[config.mk]
export PLATFORM = sky130hd
export DESIGN_NAME = mdr_index_remapper
export DESIGN_NICKNAME = d
export VERILOG_FILES = /design/src/rtl/mdr_pkg.sv /design/src/rtl/mdr_shape_decode.sv /design/src/rtl/mdr_loop_nest.sv /design/src/rtl/mdr_index_calc.sv /design/src/rtl/mdr_index_remapper.sv
export SDC_FILE = /design/constraint.sdc
export NUM_CORES = 1
export LEC_CHECK = 0
export BUFFER_PORTS_ARGS = -buffer_cell sky130_fd_sc_hd__buf_2
export CORE_ASPECT_RATIO = 1.4
export CORE_MARGIN = 5
export CORE_UTILIZATION = 45
export DETAILED_ROUTE_END_ITERATION = 8
export PLACE_DENSITY_LB_ADDON = 0.2
export SYNTH_ARGS = -nofsm -noshare
export SYNTH_HDL_FRONTEND = slang
export SYNTH_SLANG_ARGS = --single-unit
export TNS_END_PERCENT = 1
[constraint.sdc]
create_clock -name clk -period 15.5 [get_ports clk]
set_input_delay 3.1 -clock clk [delete_from_list [all_inputs] [get_ports clk]]
set_output_delay 3.1 -clock clk [all_outputs]
set_load 0.03 [all_outputs]
[src/rtl/mdr_pkg.sv]
package mdr_pkg;
  localparam int unsigned NDIM  = 3;
  localparam int unsigned DIM_W = 6;
  localparam int unsigned IDX_W = 7;
  localparam int unsigned AX_W  = 2;

  // shape word field bases
  localparam int unsigned F_PERM = 18;
  localparam int unsigned F_INV  = 21;
  localparam int unsigned F_OFF  = 24;
  localparam int unsigned F_SKIP = 28;
  localparam int unsigned F_MODE = 30;
  localparam int unsigned OFF_W  = 4;

  typedef enum logic [1:0] {
    SKIP_NONE = 2'd0,
    SKIP_X    = 2'd1,
    SKIP_Y    = 2'd2,
    SKIP_Z    = 2'd3
  } skip_e;

  localparam logic [1:0] MODE_MATRIX = 2'b00;
endpackage

[src/rtl/mdr_shape_decode.sv]
module mdr_shape_decode
  import mdr_pkg::*;
#(
  parameter int unsigned N  = NDIM,
  parameter int unsigned DW = DIM_W,
  parameter int unsigned IW = IDX_W,
  parameter int unsigned AW = AX_W
) (
  input  logic [31:0]               shape,
  output logic                      passthru,
  output logic [N-1:0][DW-1:0]      dim_lim,
  output logic [N-1:0][AW-1:0]      loop_axis,
  output logic [N-1:0]              inv,
  output logic [N-1:0][IW-1:0]      stride,
  output logic [OFF_W-1:0]          offset
);
  logic [2:0] perm;
  skip_e      skip;

  // size fields repeat per dimension
  for (genvar d = 0; d < N; d++) begin : g_field
    assign dim_lim[d] = shape[d*DW +: DW];
  end

  assign perm   = shape[F_PERM +: 3];
  assign skip   = skip_e'(shape[F_SKIP +: 2]);
  assign inv    = shape[F_INV +: N];
  assign offset = shape[F_OFF +: OFF_W];

  always_comb begin
    passthru = (shape == '0) || (shape[F_MODE +: 2] != MODE_MATRIX) || (perm > 3'd5);
  end

  // loop position 0 is innermost
  always_comb begin
    case (perm)
      3'd1:    loop_axis = {AW'(1), AW'(2), AW'(0)};
      3'd2:    loop_axis = {AW'(2), AW'(0), AW'(1)};
      3'd3:    loop_axis = {AW'(0), AW'(2), AW'(1)};
      3'd4:    loop_axis = {AW'(1), AW'(0), AW'(2)};
      3'd5:    loop_axis = {AW'(0), AW'(1), AW'(2)};
      default: loop_axis = {AW'(2), AW'(1), AW'(0)};
    endcase
  end

  // strides: running product of retained sizes, mod 2^IW
  always_comb begin
    logic [IW-1:0] acc;
    acc = IW'(1);
    for (int d = 0; d < N; d++) begin
      if (skip != SKIP_NONE && int'(skip) == d + 1) begin
        stride[d] = '0;
      end else begin
        stride[d] = acc;
        acc = IW'(acc * (IW'(dim_lim[d]) + IW'(1)));
      end
    end
  end
endmodule

[src/rtl/mdr_loop_nest.sv]
module mdr_loop_nest
  import mdr_pkg::*;
#(
  parameter int unsigned N  = NDIM,
  parameter int unsigned DW = DIM_W
) (
  input  logic                 clk,
  input  logic                 rst_n,
  input  logic                 clear,
  input  logic                 step,
  input  logic [N-1:0][DW-1:0] lim,
  output logic [N-1:0][DW-1:0] cnt
);
  logic [N:0]   carry;
  logic [N-1:0] wrap;

  assign carry[0] = step;

  for (genvar k = 0; k < N; k++) begin : g_lvl
    assign wrap[k]    = (cnt[k] == lim[k]);
    assign carry[k+1] = carry[k] & wrap[k];

    always_ff @(posedge clk or negedge rst_n) begin
      if (!rst_n)         cnt[k] <= '0;
      else if (clear)     cnt[k] <= '0;
      else if (carry[k])  cnt[k] <= wrap[k] ? '0 : cnt[k] + DW'(1);
    end
  end
endmodule

[src/rtl/mdr_index_calc.sv]
module mdr_index_calc
  import mdr_pkg::*;
#(
  parameter int unsigned N  = NDIM,
  parameter int unsigned DW = DIM_W,
  parameter int unsigned IW = IDX_W,
  parameter int unsigned AW = AX_W
) (
  input  logic                  passthru,
  input  logic [IW-1:0]         lin,
  input  logic [N-1:0][DW-1:0]  cnt,
  input  logic [N-1:0][DW-1:0]  dim_lim,
  input  logic [N-1:0][AW-1:0]  loop_axis,
  input  logic [N-1:0]          inv,
  input  logic [N-1:0][IW-1:0]  stride,
  input  logic [OFF_W-1:0]      offset,
  output logic [IW-1:0]         index
);
  logic [N-1:0][IW-1:0] term;

  for (genvar k = 0; k < N; k++) begin : g_term
    logic [AW-1:0] ax;
    logic [DW-1:0] val;
    assign ax      = loop_axis[k];
    assign val     = inv[ax] ? (dim_lim[ax] - cnt[k]) : cnt[k];
    assign term[k] = IW'(IW'(val) * stride[ax]);
  end

  always_comb begin
    logic [IW-1:0] sum;
    sum = IW'(offset);
    for (int k = 0; k < N; k++) sum = sum + term[k];
    index = passthru ? lin : sum;
  end
endmodule

[src/rtl/mdr_index_remapper.sv]
module mdr_index_remapper
  import mdr_pkg::*;
#(
  parameter int unsigned N  = NDIM,
  parameter int unsigned DW = DIM_W,
  parameter int unsigned IW = IDX_W
) (
  input  logic          clk,
  input  logic          rst_n,
  input  logic          start,
  input  logic [31:0]   shape_word,
  input  logic [IW-1:0] vec_len,
  input  logic          out_ready,
  output logic          out_valid,
  output logic [IW-1:0] out_index,
  output logic          out_last
);
  localparam int unsigned AW = AX_W;

  logic          busy_q;
  logic [31:0]   shape_q;
  logic [IW-1:0] len_q;
  logic [IW-1:0] lin_q;

  logic accept, fire, at_end;

  logic                 passthru;
  logic [N-1:0][DW-1:0] dim_lim;
  logic [N-1:0][AW-1:0] loop_axis;
  logic [N-1:0]         inv;
  logic [N-1:0][IW-1:0] stride;
  logic [OFF_W-1:0]     offset;
  logic [N-1:0][DW-1:0] loop_lim;
  logic [N-1:0][DW-1:0] cnt;

  assign accept = !busy_q && start && (vec_len != '0);
  assign fire   = busy_q && out_ready;
  assign at_end = (lin_q == len_q - IW'(1));

  always_ff @(posedge clk or negedge rst_n) begin
    if (!rst_n) begin
      busy_q  <= 1'b0;
      shape_q <= '0;
      len_q   <= '0;
      lin_q   <= '0;
    end else if (accept) begin
      busy_q  <= 1'b1;
      shape_q <= shape_word;
      len_q   <= vec_len;
      lin_q   <= '0;
    end else if (fire) begin
      if (at_end) busy_q <= 1'b0;
      else        lin_q  <= lin_q + IW'(1);
    end
  end

  mdr_shape_decode #(.N(N), .DW(DW), .IW(IW), .AW(AW)) u_dec (
    .shape     (shape_q),
    .passthru  (passthru),
    .dim_lim   (dim_lim),
    .loop_axis (loop_axis),
    .inv       (inv),
    .stride    (stride),
    .offset    (offset)
  );

  for (genvar k = 0; k < N; k++) begin : g_lim
    assign loop_lim[k] = dim_lim[loop_axis[k]];
  end

  mdr_loop_nest #(.N(N), .DW(DW)) u_nest (
    .clk   (clk),
    .rst_n (rst_n),
    .clear (accept),
    .step  (fire && !at_end),
    .lim   (loop_lim),
    .cnt   (cnt)
  );

  mdr_index_calc #(.N(N), .DW(DW), .IW(IW), .AW(AW)) u_calc (
    .passthru  (passthru),
    .lin       (lin_q),
    .cnt       (cnt),
    .dim_lim   (dim_lim),
    .loop_axis (loop_axis),
    .inv       (inv),
    .stride    (stride),
    .offset    (offset),
    .index     (out_index)
  );

  assign out_valid = busy_q;
  assign out_last  = busy_q && at_end;
endmodule

==> run_results.csv, run 1 <==
group,metric,value,unit
clocking,clk_pin_slew_worst_paths,0.05,ns
floorplanning,die_area,21500,sq um
sta,hold_viol,0,
clocking,cts_root_buf,"clkbuf_16",
sta,grt_setup_unrepaired,"false",
drt,drc,0,
drt,via_per_inst,5.64,
setup_path,path_delay_family,"adder cells",
setup_path,r2r_start,"shape_q[20]$_DFFE_PN0P_",
setup_path,start_kind,"flip-flop",
placed_design,io_buffers,51,
synthesis,synth_cells,989,
setup_path,critPathBufInv,3,
clocking,clkLatencyLatePin,0.33,ns
layout,syn2layout_area_growth,8.39,%
clocking,clockBufferDepth,2,
placed_design,dpl.hpwl,18400,um
setup_path,crit_cells,32,
layout,multi_input_comb_area,6180,sq um
global_route,grt_overflow,0,
setup_path,endpoint_kind,"output port",
sta,finalSetupViolCount,0,
clocking,hold_buffers,0,
clocking,cts_tree,"yes",
synthesis,synth-edff-count,0,
placed_design,place_congestion,0.945,
setup_path,reg2reg_depth,9,
synthesis,ys_ff_latch,65,
setup_path,crit_end,"out_index[6]",
setup_path,crit_path_top_delay_cell,"nor2b_1",
synthesis,synth_compound_area_share,14.3,%
setup_path,worstPathRequired,12.40,ns
synthesis,synth-xor-area-share,9.33,%
global_route,grt_max_degree,68,
drt,wl_per_cell,18.0,um
drt,drt-initial-drc-count,454,
setup_path,cp_data_arrival_time,10.09,ns
floorplanning,core_area,18500,sq um
setup_path,crit_start,"shape_q[28]$_DFFE_PN0P_",
flow_run,cap_violations,0,
global_route,antenna_found_initial,0,
synthesis,synthArstFlopShare,100,%
clocking,htreeDepth,3,
setup_path,worstSetupPathType,"reg2out",
hold_path,hold_class,"reg2reg",
setup_path,crit_fanout,15,
synthesis,synth_cell_types,67,
floorplanning,die_x,125,um
layout,nets,1181,
sta,slew_headroom,20.5,%
layout,layout-drive-gt1-share,13.1,%
drt,dr.pass1.iters,5,
global_route,grt_pass1_wl,37300,um
floorplanning,rows,59,
synthesis,yosys.area_share.simple,18.4,%
global_route,grtUsageTotal,21.8,%
sta,drv_slew,0,
clocking,cts_setup_buffers,0,
synthesis,avgSynthCellArea,8.47,sq um
sta,period_needed,13.19,ns
clocking,ctsResizeCount,0,
setup_path,reg2reg_slack,11.08,ns
setup_path,cpPeakStageDelay,0.67,ns
synthesis,muxShareOfSynthArea,8.33,%
sta,fmax,0.0758,GHz
floorplanning,ios,52,
synthesis,ys_warn_count,0,
synthesis,synth_area,8380,sq um
sta,setup_tns,0,ns
synthesis,synth_flop_cell,"dfrtp_1",
layout,seq_area,1630,sq um
synthesis,synth_fp_nets,1153,
clocking,cts_num_sinks,65,
synthesis,yosysSeqAreaShare,19.4,%
layout,final_common_cell,"nor2_1",
layout,fill_cells,1840,
floorplanning,die_h,171,um
layout,final_cell_mix,"nor2_1, inv_1, nand2_1, dfrtp_1, ha_1",
synthesis,synth_top_family_by_area,"adder cells",
sta,skew,0.00622,ns
layout,diodes,0,
floorplanning,start_util,45.4,%
status,status,"finished, final reports clean",
sta,fin_crit_sh,85.1,%
sta,worst_slew_pin_slew,1.16,ns
synthesis,synth_adder_area_share,23.2,%
setup_path,reg2reg_to,"u_nest.cnt[13]$_DFFE_PN0P_",
drt,wl,22700,um
clocking,cts_inserted_buffers,9,
drt,vias,7129,
drt,drtAntennaViolNets,0,
global_route,first_global_vias,7251,
-- area by class of cell --
cell class,instances,share of cell area [%]
Clock buffer,10,2.63
Clock inverter,4,0.496
Inverter,103,4.26
Multi-Input combinational cell,781,68.0
Sequential cell,65,17.9
Tap cell,244,3.36
Timing Repair Buffer,57,3.31
-- stage by stage --
| step | cell area [sq um] | utilization [%] | std cells | setup slack, ns | hold slack (ns) |
|---|---|---|---|---|---|
| finish | 9080 | 49.2 | 1264 | 2.31 | 0.509 |
| global route | 9080 | 49.2 | 1264 | 1.71 | 0.525 |
| CTS | 9080 | 49.2 | 1264 | 2.27 | 0.515 |
| detailed placement | 8800 | 47.7 | 1250 | 2.67 | 0.505 |
| global placement | 8800 | 47.7 | 1250 | 2.79 | 0.502 |
| floorplan | 8380 | - | 989 | 3.17 | 0.482 |
-- registers in the layout, indices dropped and copies added, names as in the netlist --
signal      cells
shape_q        32
out_valid       1
lin_q           7
len_q           7
u_nest.cnt     18
-- kinds of logic after synthesis --
logic type	after synthesis
and+or+nand+nor	325
AOI/OAI and AO/OA	188
buffers and inverters	143
adders and majority gates	121
xor gates and xnor gates	83
DFF	65
muxes	64
-- synthesized netlist by cell type (6+ instances only) --
cell type,count,share of area [%]
a211oi_1,7,0.63
a21o_1,7,0.63
a21oi_1,40,2.4
a22oi_1,12,1.1
and2_1,12,0.90
and3_1,9,0.67
buf_2,11,0.66
clkbuf_1,21,0.94
dfrtp_1,65,19
fa_1,57,14
ha_1,64,9.6
inv_1,103,4.6
mux2_2,38,5.1
mux2i_1,24,2.9
nand2_1,74,3.3
nand2b_1,13,0.97
nand3_1,20,1.2
nor2_1,116,5.2
nor2b_1,14,1.0
nor3_1,14,0.84
nor3b_1,6,0.54
nor4_1,8,0.60
o21ai_0,62,3.7
o21ai_1,6,0.36
o22ai_1,6,0.45
or2_2,13,0.97
or3_1,8,0.60
xnor2_1,53,5.5
xor2_1,26,2.7
-- routing by layer --
metal,vias up,GRT usage [%],part of all wire [%]
met4,0,10.9,5.1
met5,-,0,0
met3,53,1.58,3.3
met2,213,39.3,51
li1,3409,-,-
met1,3454,26.3,41
-- worst reg2reg max path, cell delays in order, from the launching register on --
cell	delay, ns
dfrtp_1	0.94
nand2_1	0.49
nand2_1	0.39
o21ai_0	0.24
ha_1	0.37
nand3_1	0.07
nor3_1	0.82
a41oi_1	0.45
or3b_1	0.46
o21ai_0	0.09
-- worst min path at each step --
stage,start,endpoint,cells past startpoint
3_3_place_gp,shape_q[31]$_DFFE_PN0P_,shape_q[31]$_DFFE_PN0P_,1
4_1_cts,shape_q[30]$_DFFE_PN0P_,shape_q[30]$_DFFE_PN0P_,1
6_report,shape_q[30]$_DFFE_PN0P_,shape_q[30]$_DFFE_PN0P_,1
3_5_place_dp,shape_q[30]$_DFFE_PN0P_,shape_q[30]$_DFFE_PN0P_,1
2_1_floorplan,shape_q[30]$_DFFE_PN0P_,shape_q[30]$_DFFE_PN0P_,1
5_1_grt,shape_q[30]$_DFFE_PN0P_,shape_q[30]$_DFFE_PN0P_,1
Power of run 1 is left out: the tool's default activity adds up to more than one toggle a clock period on the data nets, which glitch-free logic cannot reach.
==> run 2, diff against run 1 <==
--- a/config.mk
+++ b/config.mk
@@ -10,6 +10,7 @@
 export CORE_MARGIN = 5
 export CORE_UTILIZATION = 45
 export DETAILED_ROUTE_END_ITERATION = 8
+export GPL_TIMING_DRIVEN = 0
 export PLACE_DENSITY_LB_ADDON = 0.2
 export SYNTH_ARGS = -nofsm -noshare
 export SYNTH_HDL_FRONTEND = slang
==> run 2 against run 1 <==
Non-clock buffer count grew 34. Final cell count is 2.8% higher. Hold slack got worse by 0.0010 ns. Die area stayed put. Register-to-register slack improved by 0.09 ns. Critical path type unchanged. Critical endpoint unchanged.
==> run_results.csv, run 2 (synthesized netlist as in run 1, its figures left out) <==
group,metric,value,unit
status,status,"finished, final reports clean",
floorplanning,rows,59,
setup_path,start_kind,"flip-flop",
layout,final_cell_mix,"nor2_1, inv_1, nand2_1, dfrtp_1, ha_1",
sta,worst_slew_pin_slew,1.15,ns
clocking,cts_inserted_buffers,9,
clocking,cts_root_buf,"clkbuf_16",
floorplanning,die_area,21500,sq um
setup_path,worstPathRequired,12.40,ns
hold_path,hp-start,"shape_q[30]$_DFFE_PN0P_",
sta,drv_slew,0,
global_route,grt_pass1_wl,38200,um
setup_path,crit_cells,37,
placed_design,place_congestion,0.954,
clocking,cts_setup_buffers,0,
global_route,first_global_vias,7217,
placed_design,dpl-instance-area,8940,sq um
clocking,hold_buffers,0,
drt,drt-initial-drc-count,504,
setup_path,r2r_start,"shape_q[20]$_DFFE_PN0P_",
drt,dr.pass1.iters,5,
layout,seq_area,1630,sq um
sta,skew,0.00641,ns
hold_path,hold_class,"reg2reg",
global_route,grt_max_degree,66,
layout,final_common_cell,"nor2_1",
drt,drc,0,
drt,drtAntennaViolNets,0,
sta,setup_tns,0,ns
setup_path,cp_data_arrival_time,10.76,ns
setup_path,cpPeakStageDelay,0.56,ns
global_route,grtUsageTotal,22.4,%
layout,diodes,0,
sta,fin_crit_sh,89.4,%
sta,slew_headroom,22.6,%
floorplanning,ios,52,
layout,top_register,"shape_q",
setup_path,reg2reg_depth,12,
drt,via_per_inst,5.60,
hold_path,min_to,"shape_q[30]$_DFFE_PN0P_",
setup_path,critPathBufInv,10,
sta,period_needed,13.86,ns
layout,layout-drive-gt1-share,13.6,%
clocking,htreeDepth,3,
sta,hold_viol,0,
clocking,clk_pin_slew_worst_paths,0.06,ns
clocking,cts_tree,"yes",
setup_path,crit_fanout,10,
global_route,grt_overflow,0,
sta,grt_setup_unrepaired,"false",
clocking,cts_num_sinks,65,
setup_path,reg2reg_to,"u_nest.cnt[13]$_DFFE_PN0P_",
drt,wl_per_cell,18.1,um
global_route,antenna_found_initial,0,
flow_run,cap_violations,0,
hold_path,hold_path_depth,1,
setup_path,endpoint_kind,"output port",
clocking,clkLatencyLatePin,0.33,ns
layout,nets,1215,
setup_path,cp_common_cell,"fa_1",
setup_path,crit_path_top_delay_cell,"fa_1",
sta,fmax,0.0722,GHz
layout,fill_cells,1878,
setup_path,worstSetupPathType,"reg2out",
drt,wl,23500,um
drt,vias,7280,
floorplanning,die_h,171,um
layout,fin_area,9210,sq um
floorplanning,core_area,18500,sq um
floorplanning,die_x,125,um
layout,multi_input_comb_area,6170,sq um
sta,finalSetupViolCount,0,
layout,reg.largest.list,"shape_q x32, u_nest.cnt x18",
placed_design,io_buffers,51,
layout,largest_reg_flops,32,
placed_design,dpl.hpwl,19100,um
floorplanning,start_util,45.4,%
setup_path,path_delay_family,"adder cells",
clocking,ctsResizeCount,0,
layout,syn2layout_area_growth,9.87,%
setup_path,reg2reg_slack,11.17,ns
clocking,clockBufferDepth,2,
-- run 2: final cells by class --
class | instances | share of cell area (%)
multi-input cells | 781 | 67.0
flip-flops and latches | 65 | 17.7
inverters | 103 | 4.20
well taps | 244 | 3.32
repair buffers | 51 | 2.80
clock buffers | 12 | 2.68
plain buffers | 40 | 2.15
clock inverters | 3 | 0.190
-- run 2: through the flow --
| stage | instances | setup slack [ns] | utilization, % | hold slack, ns |
|---|---|---|---|---|
| floorplan | 989 | 3.17 | - | 0.482 |
| global placement | 1284 | 1.95 | 48.4 | 0.496 |
| detailed placement | 1284 | 1.89 | 48.4 | 0.502 |
| CTS | 1299 | 1.48 | 49.9 | 0.512 |
| global route | 1299 | 1.22 | 49.9 | 0.532 |
| finish | 1299 | 1.64 | 49.9 | 0.508 |
-- run 2: routing by layer --
metal / global-route usage, % / wire [um] / vias to the layer above
met3: 1.83 / 1050 / 59
met2: 39.9 / 11700 / 257
met5: 0 / 0 / -
li1: - / - / 3475
met1: 27.6 / 9590 / 3489
met4: 10.7 / 1190 / 0
-- run 2: worst max path at each step --
stage	startpoint	to	slack, ns
floorplan	shape_q[0]$_DFFE_PN0P_	out_index[6]	3.17
global placement	shape_q[0]$_DFFE_PN0P_	out_index[6]	1.95
detailed placement	shape_q[0]$_DFFE_PN0P_	out_index[6]	1.89
CTS	shape_q[0]$_DFFE_PN0P_	out_index[6]	1.48
global route	shape_q[0]$_DFFE_PN0P_	out_index[6]	1.22
finish	shape_q[0]$_DFFE_PN0P_	out_index[6]	1.64
Power of run 2 is left out for the same reason.
==> run 3, diff against run 2 <==
--- a/config.mk
+++ b/config.mk
@@ -5,12 +5,13 @@
 export SDC_FILE = /design/constraint.sdc
 export NUM_CORES = 1
 export LEC_CHECK = 0
-export BUFFER_PORTS_ARGS = -buffer_cell sky130_fd_sc_hd__buf_2
+export BUFFER_PORTS_ARGS = -buffer_cell sky130_fd_sc_hd__clkbuf_2
 export CORE_ASPECT_RATIO = 1.4
 export CORE_MARGIN = 5
 export CORE_UTILIZATION = 45
 export DETAILED_ROUTE_END_ITERATION = 8
 export GPL_TIMING_DRIVEN = 0
+export MAX_ROUTING_LAYER = met4
 export PLACE_DENSITY_LB_ADDON = 0.2
 export SYNTH_ARGS = -nofsm -noshare
 export SYNTH_HDL_FRONTEND = slang
==> run 3 against run 2 <==
Register-to-register slack worse by 0.07 ns. Final cell count is 0.15% higher. Critical path type unchanged. Via count is 0.12% higher. Clock skew is 0.00091 ns higher. Fmax hardly changed.
==> run_results.csv, run 3 (synthesized netlist as in run 1, its figures left out) <==
group,metric,value,unit
placed_design,io_buffers,51,
floorplanning,core_area,18500,sq um
drt,drtAntennaViolNets,0,
setup_path,reg2reg_depth,12,
floorplanning,start_util,45.4,%
sta,slew_headroom,22.3,%
drt,wl,23800,um
placed_design,place_inst,1285,
layout,final_cells,1301,
drt,drc,0,
setup_path,crit_path_top_delay_cell,"fa_1",
setup_path,endpoint_kind,"output port",
sta,skew,0.00731,ns
sta,fmax,0.0721,GHz
layout,post-route-util,50.5,%
sta,hold_viol,0,
global_route,antenna_found_initial,0,
hold_path,hold_class,"reg2reg",
sta,setup_tns,0,ns
clocking,clockBufferDepth,2,
layout,fill_cells,1803,
global_route,met3_usage,1.68,%
placed_design,pre_cts_slack,1.91,ns
clocking,cts_num_sinks,65,
layout,reg.largest.list,"shape_q x32, u_nest.cnt x18",
global_route,grtUsageTotal,23.5,%
drt,vias,7289,
clocking,clk_pin_slew_worst_paths,0.06,ns
floorplanning,rows,59,
floorplanning,die_area,21500,sq um
setup_path,r2r_start,"shape_q[19]$_DFFE_PN0P_",
setup_path,crit_fanout,10,
sta,finalSetupViolCount,0,
clocking,htreeDepth,3,
sta,drv_slew,0,
drt,dr.pass1.iters,5,
clocking,ctsResizeCount,0,
layout,syn2layout_area_growth,11.2,%
global_route,use_met2,41.2,%
hold_path,hp-start,"shape_q[31]$_DFFE_PN0P_",
global_route,grt_overflow,0,
layout,seq_area,1630,sq um
layout,final_common_cell,"nor2_1",
clocking,cts_inserted_buffers,9,
global_route,grt_pass1_wl,38800,um
drt,drt-initial-drc-count,518,
floorplanning,die_x,125,um
layout,final_cell_mix,"nor2_1, inv_1, nand2_1, dfrtp_1, ha_1",
setup_path,reg2reg_slack,11.10,ns
setup_path,cp_common_cell,"fa_1",
clocking,cts_setup_buffers,0,
clocking,clkLatencyLatePin,0.33,ns
setup_path,cpPeakStageDelay,0.56,ns
sta,fin_crit_sh,89.5,%
drt,via_per_inst,5.60,
layout,diodes,0,
layout,layout-drive-gt1-share,13.8,%
layout,top_register,"shape_q",
sta,worst_slew_pin_slew,1.16,ns
setup_path,reg2reg_to,"u_nest.cnt[13]$_DFFE_PN0P_",
setup_path,cp_data_arrival_time,10.77,ns
global_route,use_met1,27.9,%
setup_path,start_kind,"flip-flop",
sta,grt_setup_unrepaired,"false",
global_route,busiest_layer,"met2",
setup_path,worstPathRequired,12.40,ns
global_route,first_global_vias,7338,
placed_design,place_congestion,0.950,
global_route,grt_max_degree,65,
hold_path,min_to,"shape_q[31]$_DFFE_PN0P_",
flow_run,cap_violations,0,
clocking,hold_buffers,0,
layout,largest_reg_flops,32,
sta,setup_ws,1.63,ns
placed_design,dpl.hpwl,19300,um
layout,multi_input_comb_area,6170,sq um
setup_path,worstSetupPathType,"reg2out",
clocking,cts_tree,"yes",
hold_path,hold_path_depth,1,
drt,wl_per_cell,18.3,um
sta,period_needed,13.87,ns
floorplanning,die_h,171,um
status,status,"finished, final reports clean",
floorplanning,ios,52,
layout,nets,1216,
clocking,cts_root_buf,"clkbuf_16",
[run 3: area by class of cell]
class,count,area share (%)
well taps,244,3.28
clock inverters,5,1.10
clock buffers,11,2.61
plain buffers,40,2.12
inverters,103,4.15
flip-flops and latches,65,17.5
multi-input cells,781,66.2
repair buffers,52,3.06
[run 3: worst max-delay path by stage]
stage               cells past startpoint  slack (ns)            to                    from
floorplan                              37        3.17  out_index[6]  shape_q[0]$_DFFE_PN0P_
global placement                       37        1.94  out_index[6]  shape_q[0]$_DFFE_PN0P_
detailed placement                     37        1.91  out_index[6]  shape_q[0]$_DFFE_PN0P_
CTS                                    37        1.52  out_index[6]  shape_q[0]$_DFFE_PN0P_
global route                           37        1.12  out_index[6]  shape_q[0]$_DFFE_PN0P_
finish                                 37        1.63  out_index[6]  shape_q[0]$_DFFE_PN0P_
[run 3: per-layer routing]
layer / up-vias / routed length, um
met1: 3532 / 9780
met5: - / 0
met2: 222 / 12200
met4: 0 / 992
li1: 3487 / -
met3: 48 / 807
[run 3: worst max-delay path: cells and delay by family, from the launching register on]
family,cells,cell delay (ns)
adder cells (fa/ha/maj),13,5.66
XOR/XNOR,7,1.58
buffers and inverters,10,1.48
AO/OA/AOI/OAI,5,1.02
flip-flops,1,0.36
AND/OR/NAND/NOR,2,0.32
[run 3: per-stage QoR]
step	hold WS, ns	cell area [sq um]
after global routing	0.553	9310
after floorplan	0.482	8380
after CTS	0.522	9310
final	0.517	9310
after detailed placement	0.507	8970
after global placement	0.495	8940
Power of run 3 is left out for the same reason.
